===== src/rtl/uart_irq_pkg.sv =====
package uart_irq_pkg;

   localparam int NUM_SRC = 8;
   localparam int SRC_W   = 3;
   localparam int NUM_BCR = 4;

   localparam int SRC_TX  = 0;
   localparam int SRC_RX  = 1;
   localparam int SRC_BRK = 2;
   localparam int SRC_RSV = 3;
   localparam int SRC_XON = 4;
   localparam int SRC_ADR = 5;
   localparam int SRC_WDG = 6;
   localparam int SRC_COS = 7;

   // which status bits are sticky, which follow a live level
   localparam logic [NUM_SRC-1:0] STICKY_MAP = 8'b1111_0100;
   localparam logic [NUM_SRC-1:0] LIVE_MAP   = 8'b0000_0011;

   // register addresses
   localparam int RA_STAT = 0;
   localparam int RA_MASK = 1;
   localparam int RA_BID0 = 2;

   // prefix register slot for a source, -1 when the prefix is fixed at zero
   function automatic int bcr_slot(int src);
      case (src)
         SRC_COS: return 0;
         SRC_BRK: return 1;
         SRC_XON: return 2;
         SRC_ADR: return 3;
         default: return -1;
      endcase
   endfunction

endpackage


===== src/rtl/irq_status_reg.sv =====
module irq_status_reg
   import uart_irq_pkg::*;
(
   input  logic               clk,
   input  logic               rst_n,
   input  logic [NUM_SRC-1:0] set_pulse,
   input  logic [NUM_SRC-1:0] clr_req,
   input  logic [NUM_SRC-1:0] live_lvl,
   output logic [NUM_SRC-1:0] status
);

   for (genvar i = 0; i < NUM_SRC; i++) begin : g_bit
      if (STICKY_MAP[i]) begin : g_sticky
         logic q;
         logic unused_live;
         assign unused_live = live_lvl[i];
         always_ff @(posedge clk) begin
            if (!rst_n)            q <= 1'b0;
            else if (set_pulse[i]) q <= 1'b1;   // set wins over clear
            else if (clr_req[i])   q <= 1'b0;
         end
         assign status[i] = q;
      end else if (LIVE_MAP[i]) begin : g_live
         logic unused_ev;
         assign unused_ev = set_pulse[i] ^ clr_req[i];
         assign status[i] = live_lvl[i];
      end else begin : g_rsvd
         logic unused_all;
         assign unused_all = ^{set_pulse[i], clr_req[i], live_lvl[i]};
         assign status[i]  = 1'b0;
      end
   end

endmodule


===== src/rtl/irq_cfg_regs.sv =====
module irq_cfg_regs
   import uart_irq_pkg::*;
#(
   parameter int REG_AW    = 3,
   parameter int BID_MSB_W = 3
)(
   input  logic                              clk,
   input  logic                              rst_n,
   input  logic                              wr_en,
   input  logic [REG_AW-1:0]                 addr,
   input  logic [NUM_SRC-1:0]                wdata,
   input  logic [NUM_SRC-1:0]                status,
   output logic [NUM_SRC-1:0]                mask_q,
   output logic [NUM_BCR-1:0][BID_MSB_W-1:0] bcr_q,
   output logic [NUM_SRC-1:0]                rdata,
   output logic [NUM_SRC-1:0]                clr_req
);

   logic sel_stat, sel_mask;
   assign sel_stat = (addr == REG_AW'(RA_STAT));
   assign sel_mask = (addr == REG_AW'(RA_MASK));

   always_ff @(posedge clk) begin
      if (!rst_n)                mask_q <= '0;
      else if (wr_en && sel_mask) mask_q <= wdata;
   end

   for (genvar k = 0; k < NUM_BCR; k++) begin : g_bcr
      logic                 sel;
      logic [BID_MSB_W-1:0] r;
      assign sel = (addr == REG_AW'(RA_BID0 + k));
      always_ff @(posedge clk) begin
         if (!rst_n)          r <= '0;
         else if (wr_en && sel) r <= wdata[BID_MSB_W-1:0];
      end
      assign bcr_q[k] = r;
   end

   always_comb begin
      rdata = '0;
      if (sel_stat) rdata = status;
      if (sel_mask) rdata = mask_q;
      for (int k = 0; k < NUM_BCR; k++) begin
         if (addr == REG_AW'(RA_BID0 + k)) rdata[BID_MSB_W-1:0] = bcr_q[k];
      end
   end

   assign clr_req = (wr_en && sel_stat) ? wdata : '0;

endmodule


===== src/rtl/irq_bid_arbiter.sv =====
module irq_bid_arbiter
   import uart_irq_pkg::*;
#(
   parameter int CH_W      = 2,
   parameter int BID_MSB_W = 3,
   parameter int ARB_TREE  = 1,
   parameter int BID_W     = BID_MSB_W + CH_W + SRC_W
)(
   input  logic [NUM_SRC-1:0]                status,
   input  logic [NUM_SRC-1:0]                mask,
   input  logic [NUM_BCR-1:0][BID_MSB_W-1:0] bcr_q,
   input  logic [CH_W-1:0]                   chan,
   output logic [BID_W-1:0]                  bid,
   output logic                              irq_n
);

   logic [NUM_SRC-1:0] pend;
   logic [BID_W-1:0]   cand [NUM_SRC];

   assign pend  = status & mask;
   assign irq_n = ~|pend;

   for (genvar i = 0; i < NUM_SRC; i++) begin : g_cand
      localparam int SLOT = bcr_slot(i);
      logic [BID_MSB_W-1:0] pfx;
      if (SLOT >= 0) begin : g_prog
         assign pfx = bcr_q[SLOT];
      end else begin : g_fixed
         assign pfx = '0;
      end
      assign cand[i] = pend[i] ? {pfx, chan, SRC_W'(i)} : '0;
   end

   if (ARB_TREE != 0) begin : g_tree
      always_comb begin
         logic [BID_W-1:0] w [NUM_SRC];
         for (int i = 0; i < NUM_SRC; i++) w[i] = cand[i];
         for (int span = 1; span < NUM_SRC; span = span * 2) begin
            for (int j = 0; j + span < NUM_SRC; j = j + 2 * span) begin
               if (w[j + span] > w[j]) w[j] = w[j + span];
            end
         end
         bid = w[0];
      end
   end else begin : g_linear
      always_comb begin
         bid = '0;
         for (int i = 0; i < NUM_SRC; i++) begin
            if (cand[i] > bid) bid = cand[i];
         end
      end
   end

endmodule


===== src/rtl/uart_irq_bid.sv =====
module uart_irq_bid
   import uart_irq_pkg::*;
#(
   parameter int CH_W      = 2,
   parameter int BID_MSB_W = 3,
   parameter int REG_AW    = 3,
   parameter int ARB_TREE  = 1
)(
   input  logic                          clk,
   input  logic                          rst_n,
   input  logic                          ev_cos,
   input  logic                          ev_wdog,
   input  logic                          ev_addr,
   input  logic                          ev_xon,
   input  logic                          ev_brk,
   input  logic                          rx_ready,
   input  logic                          tx_ready,
   input  logic [CH_W-1:0]               chan_id,
   input  logic                          reg_wr,
   input  logic [REG_AW-1:0]             reg_addr,
   input  logic [7:0]                    reg_wdata,
   output logic [7:0]                    reg_rdata,
   output logic [7:0]                    status,
   output logic                          irq_n,
   output logic [BID_MSB_W+CH_W+3-1:0]   bid_num
);

   localparam int BID_W = BID_MSB_W + CH_W + SRC_W;

   if (CH_W < 1 || CH_W > 8) begin : g_chk_ch
      $error("uart_irq_bid: CH_W out of range");
   end
   if (BID_MSB_W < 1 || BID_MSB_W > 8) begin : g_chk_pfx
      $error("uart_irq_bid: BID_MSB_W out of range");
   end
   if (REG_AW < 3) begin : g_chk_aw
      $error("uart_irq_bid: REG_AW too small for the register map");
   end

   logic [NUM_SRC-1:0]                set_pulse, live_lvl, clr_req, mask_q;
   logic [NUM_BCR-1:0][BID_MSB_W-1:0] bcr_q;
   logic [BID_W-1:0]                  bid_w;

   always_comb begin
      set_pulse          = '0;
      set_pulse[SRC_COS] = ev_cos;
      set_pulse[SRC_WDG] = ev_wdog;
      set_pulse[SRC_ADR] = ev_addr;
      set_pulse[SRC_XON] = ev_xon;
      set_pulse[SRC_BRK] = ev_brk;
      live_lvl           = '0;
      live_lvl[SRC_RX]   = rx_ready;
      live_lvl[SRC_TX]   = tx_ready;
   end

   irq_status_reg u_stat (
      .clk       (clk),
      .rst_n     (rst_n),
      .set_pulse (set_pulse),
      .clr_req   (clr_req),
      .live_lvl  (live_lvl),
      .status    (status)
   );

   irq_cfg_regs #(
      .REG_AW    (REG_AW),
      .BID_MSB_W (BID_MSB_W)
   ) u_cfg (
      .clk     (clk),
      .rst_n   (rst_n),
      .wr_en   (reg_wr),
      .addr    (reg_addr),
      .wdata   (reg_wdata),
      .status  (status),
      .mask_q  (mask_q),
      .bcr_q   (bcr_q),
      .rdata   (reg_rdata),
      .clr_req (clr_req)
   );

   irq_bid_arbiter #(
      .CH_W      (CH_W),
      .BID_MSB_W (BID_MSB_W),
      .ARB_TREE  (ARB_TREE),
      .BID_W     (BID_W)
   ) u_arb (
      .status (status),
      .mask   (mask_q),
      .bcr_q  (bcr_q),
      .chan   (chan_id),
      .bid    (bid_w),
      .irq_n  (irq_n)
   );

   assign bid_num = bid_w;

endmodule


===== config.mk =====
export PLATFORM = sky130hd
export DESIGN_NAME = uart_irq_bid
export DESIGN_NICKNAME = d
export VERILOG_FILES = /design/src/rtl/uart_irq_pkg.sv /design/src/rtl/irq_status_reg.sv /design/src/rtl/irq_cfg_regs.sv /design/src/rtl/irq_bid_arbiter.sv /design/src/rtl/uart_irq_bid.sv
export SDC_FILE = /design/constraint.sdc
export NUM_CORES = 1
export LEC_CHECK = 0
export CAP_MARGIN = 20
export CORE_MARGIN = 2
export CORE_UTILIZATION = 45
export DETAILED_ROUTE_END_ITERATION = 8
export GPL_TIMING_DRIVEN = 0
export HOLD_SLACK_MARGIN = 0.15
export PLACE_DENSITY_LB_ADDON = 0.15
export SYNTH_ARGS = -nofsm -noshare
export SYNTH_HDL_FRONTEND = slang
export SYNTH_SLANG_ARGS = --single-unit

===== constraint.sdc =====
create_clock -name clk -period 26.3 [get_ports clk]
set_clock_uncertainty 0.2 [all_clocks]
set_input_delay 7.89 -clock clk [delete_from_list [all_inputs] [get_ports clk]]
set_output_delay 7.89 -clock clk [all_outputs]
set_load 0.05 [all_outputs]

==> impl_metrics.csv <==
group,metric,value,unit
final_layout,fin_nets,414,
routing,via_per_inst,5.38,
synthesis,synthMuxAreaShare,16.9,%
synthesis,ys_seq_elements,25,
global_route,grt_pass1_wl,10100,µm
die,die_x,79.3,µm
timing,final_hold_viol_count,0,
synthesis,synth_top_family_by_area,"simple AND/OR/NAND/NOR gates",
synthesis,ys_seq_area_share,19.6,%
clock_tree,htree_levels,1,
setup_path,reg2reg_to,"u_stat.g_bit[5].g_sticky.q$_SDFFE_PN0P_",
synthesis,synth-edff-count,0,
timing,setup_viol,0,
global_route,grt_max_degree,15,
final_layout,area_growth,23.0,%
setup_path,rr_worst_depth,3,
synthesis,synthCells,312,
setup_path,worst_setup_path_end_kind,"output pin",
global_route,track_usage,19.9,%
synthesis,synthAdderAreaFrac,14.2,%
synthesis,synthArstFlopShare,0,%
clock_tree,clock_sinks,25,
placement,portBuffers,45,
pwr,p_leak,1.36,nW
setup_path,cp.required,18.21,ns
pwr,power_density,28.5,nW/µm²
setup_path,critPathLaunchType,"input pin",
timing,slew_headroom,32.6,%
routing,postRouteAntennaNets,0,
die,num_rows,27,
setup_path,cp_max_fo,10,
synthesis,synth_nets,364,
final_layout,final_cell_area,3140,µm²
final_layout,antenna_cells,0,
timing,fmax,44.6,MHz
synthesis,synth_top_area_share,19.6,%
placement,dpl_cell_area,3090,µm²
clock_tree,clk_latency,0.28,ns
pwr,p_sw,0.0283,mW
die,start_util,46.6,%
routing,drc_errors,0,
routing,dr.pass1.iters,4,
timing,fin_crit,22.40,ns
clock_tree,clk_path_buf_depth,2,
setup_path,critPathKind,"input pin to output pin",
synthesis,synth_top_area_cell,"dfxtp_1",
final_layout,drive_gt1_share,9.14,%
synthesis,synthMostInstantiatedCell,"mux2i_1",
placement,place_congestion,0.874,
pwr,p_comb_share,28.3,%
global_route,grt_overflow,0,
routing,routed_wl,6110,µm
die,core_area,5470,µm²
pwr,vdd_drop_max,0.0388,mV
clock_tree,cts_resized,0,
synthesis,synthTopCellsByArea,"dfxtp_1 (20%), ha_1 (14%), mux2i_1 (13%)",
synthesis,synth_warnings,0,
global_route,antenna_found_initial,0,
setup_path,rr_startpoint,"u_stat.g_bit[5].g_sticky.q$_SDFFE_PN0P_",
die,fp.dieH,79.3,µm
clock_tree,cts_tree,"built",
setup_path,startpoint,"chan_id[1]",
setup_path,r2r_slack,25.33,ns
pwr,internal_power,0.0609,mW
timing,rsz0062_at_grt,"false",
synthesis,ys.flop_type,"dfxtp_1",
synthesis,syn-cell-area,2550,µm²
die,boundaryPins,48,
synthesis,synth_xor_xnor_area_share,0,%
pwr,p_clk_share,26.3,%
synthesis,synth-compound-area-share,15.2,%
synthesis,yosys.area_share.simple,25.9,%
synthesis,syn_avg_cell_area,8.17,µm²
global_route,grt_pass1_vias,2152,
job,drv_cap,0,
placement,dp_hpwl,4860,µm
timing,fin_setup_tns,0,ns
die,die-area,6280,µm²
clock_tree,clock-root-buffer,"clkbuf_8",
clock_tree,cts_setup_buffers,0,
routing,wire_per_inst,14.1,µm
synthesis,synth.distinct_cells,52,
timing,worstMarginPinSlew,1.01,ns
clock_tree,cts_hold_buf,0,
clock_tree,cts_buffers,3,
clock_tree,clk_pin_slew_worst_paths,0.09,ns
synthesis,synthTopCellsByCount,"mux2i_1 (33), nand2_1 (32), nor2b_1 (30), ha_1 (29), dfxtp_1 (25)",
hold_path,hold_path_class,"register to register",
setup_path,crit_path_end,"bid_num[1]",
pwr,seqPwrFrac,45.4,%
timing,finalCritPeriodShare,85.2,%
routing,detail_route.iter0.violations,49,
setup_path,worstPathArrival,14.31,ns
routing,vias,2330,
outcome,status,"complete, no violations",
pwr,power_switching_share,31.7,%
timing,slew_violations,0,
[worst min-delay path by stage]
stage | from | end | slack [ns] | depth (start not counted)
after global placement | u_cfg.mask_q[3]$_SDFFE_PN0P_ | u_cfg.mask_q[3]$_SDFFE_PN0P_ | 0.30 | 2
after detailed placement | u_cfg.mask_q[3]$_SDFFE_PN0P_ | u_cfg.mask_q[3]$_SDFFE_PN0P_ | 0.31 | 2
after global routing | u_cfg.mask_q[6]$_SDFFE_PN0P_ | u_cfg.mask_q[6]$_SDFFE_PN0P_ | 0.38 | 2
final | u_cfg.mask_q[3]$_SDFFE_PN0P_ | u_cfg.mask_q[3]$_SDFFE_PN0P_ | 0.32 | 2
after CTS | u_cfg.mask_q[3]$_SDFFE_PN0P_ | u_cfg.mask_q[3]$_SDFFE_PN0P_ | 0.33 | 2
after floorplan | u_cfg.mask_q[3]$_SDFFE_PN0P_ | u_cfg.mask_q[3]$_SDFFE_PN0P_ | 0.27 | 2
[registers in the layout, indices dropped and copies added, names as in the netlist]
name	cells
u_cfg.mask_q	8
u_stat.g_bit.g_sticky.q	5
u_cfg.g_bcr.r	12
[layer usage]
metal / vias up / track usage, % / routed length, µm
met5: - / 0 / 0
met4: 0 / 5.86 / 60
met3: 5 / 1.25 / 196
li1: 1191 / - / -
met2: 54 / 33.7 / 2900
met1: 1080 / 27.3 / 2960
[cell families (layout without fill, tap and decap cells)]
family / count (synthesis) / count (layout)
flip-flops: 25 / 25
adder cells (fa/ha/maj): 29 / 29
AO/OA/AOI/OAI: 54 / 54
AND/OR/NAND/NOR: 120 / 120
other: 1 / 1
multiplexers: 40 / 40
buffers and inverters: 43 / 92
[power by group through the flow]
stage	Clock, mW	Sequential, mW	Combinational, mW
3_5_place_dp	0	0.0413	0.0252
6_report	0.0235	0.0405	0.0252
3_3_place_gp	0	0.0413	0.0251
2_1_floorplan	0	0.0408	0.0164
5_1_grt	0.0252	0.0407	0.0270
4_1_cts	0.0236	0.0404	0.0252
[cells in the final DEF (no fill, tap or decap), drive strengths merged, types with 3 or more instances in the layout]
cell,count
clkdlybuf4s50,45
mux2i,33
nand2,33
nor2b,30
ha,29
dfxtp,25
inv,20
a21oi,18
and3,15
clkbuf,15
buf,11
and2,10
nand3,8
o21ai,8
nor3,6
mux2,6
a21o,5
nor2,5
o31ai,3
a31o,3
o22ai,3
[critical path: stages]
cell and delay (ns):
clkdlybuf4s50_1 0.47, clkbuf_1 0.35, nand2_1 0.10, ha_1 0.28
and4_1 0.24, a21oi_1 0.10, o22ai_2 0.29, a2bb2oi_1 0.43
nand2_1 0.10, ha_1 0.28, nand4_1 0.14, a21oi_1 0.16
nor2_1 0.07, a31o_4 0.23, nand2_2 0.12, mux2_2 0.37
ha_1 0.31, and3_1 0.18, a221o_1 0.34, a21oi_1 0.19
nor2b_1 0.20, inv_1 0.12, and2_1 0.21, o32ai_1 0.28
clkdlybuf4s50_1 0.84
[final cells by class]
cell class	count	area [µm²]
fill	558	2340
multi-input combinational	244	1840
sequential	25	500
timing repair buffer	45	450
buffer	23	126
tap	72	90.1
inverter	20	77.6
clock buffer	3	41.3
clock inverter	1	5.00
[per-stage QoR]
step / power [mW] / setup WS (ns) / utilization (%) / hold WS (ns) / cells
2_1_floorplan: 0.0572 / 4.60 / - / 0.273 / 312
3_3_place_gp: 0.0663 / 3.98 / 56.4 / 0.296 / 429
3_5_place_dp: 0.0665 / 3.91 / 56.4 / 0.309 / 429
4_1_cts: 0.0893 / 3.90 / 57.3 / 0.335 / 433
5_1_grt: 0.0929 / 3.39 / 57.3 / 0.378 / 433
6_report: 0.0892 / 3.90 / 57.3 / 0.325 / 433
No activity file was read; power rests on OpenSTA's default activity.
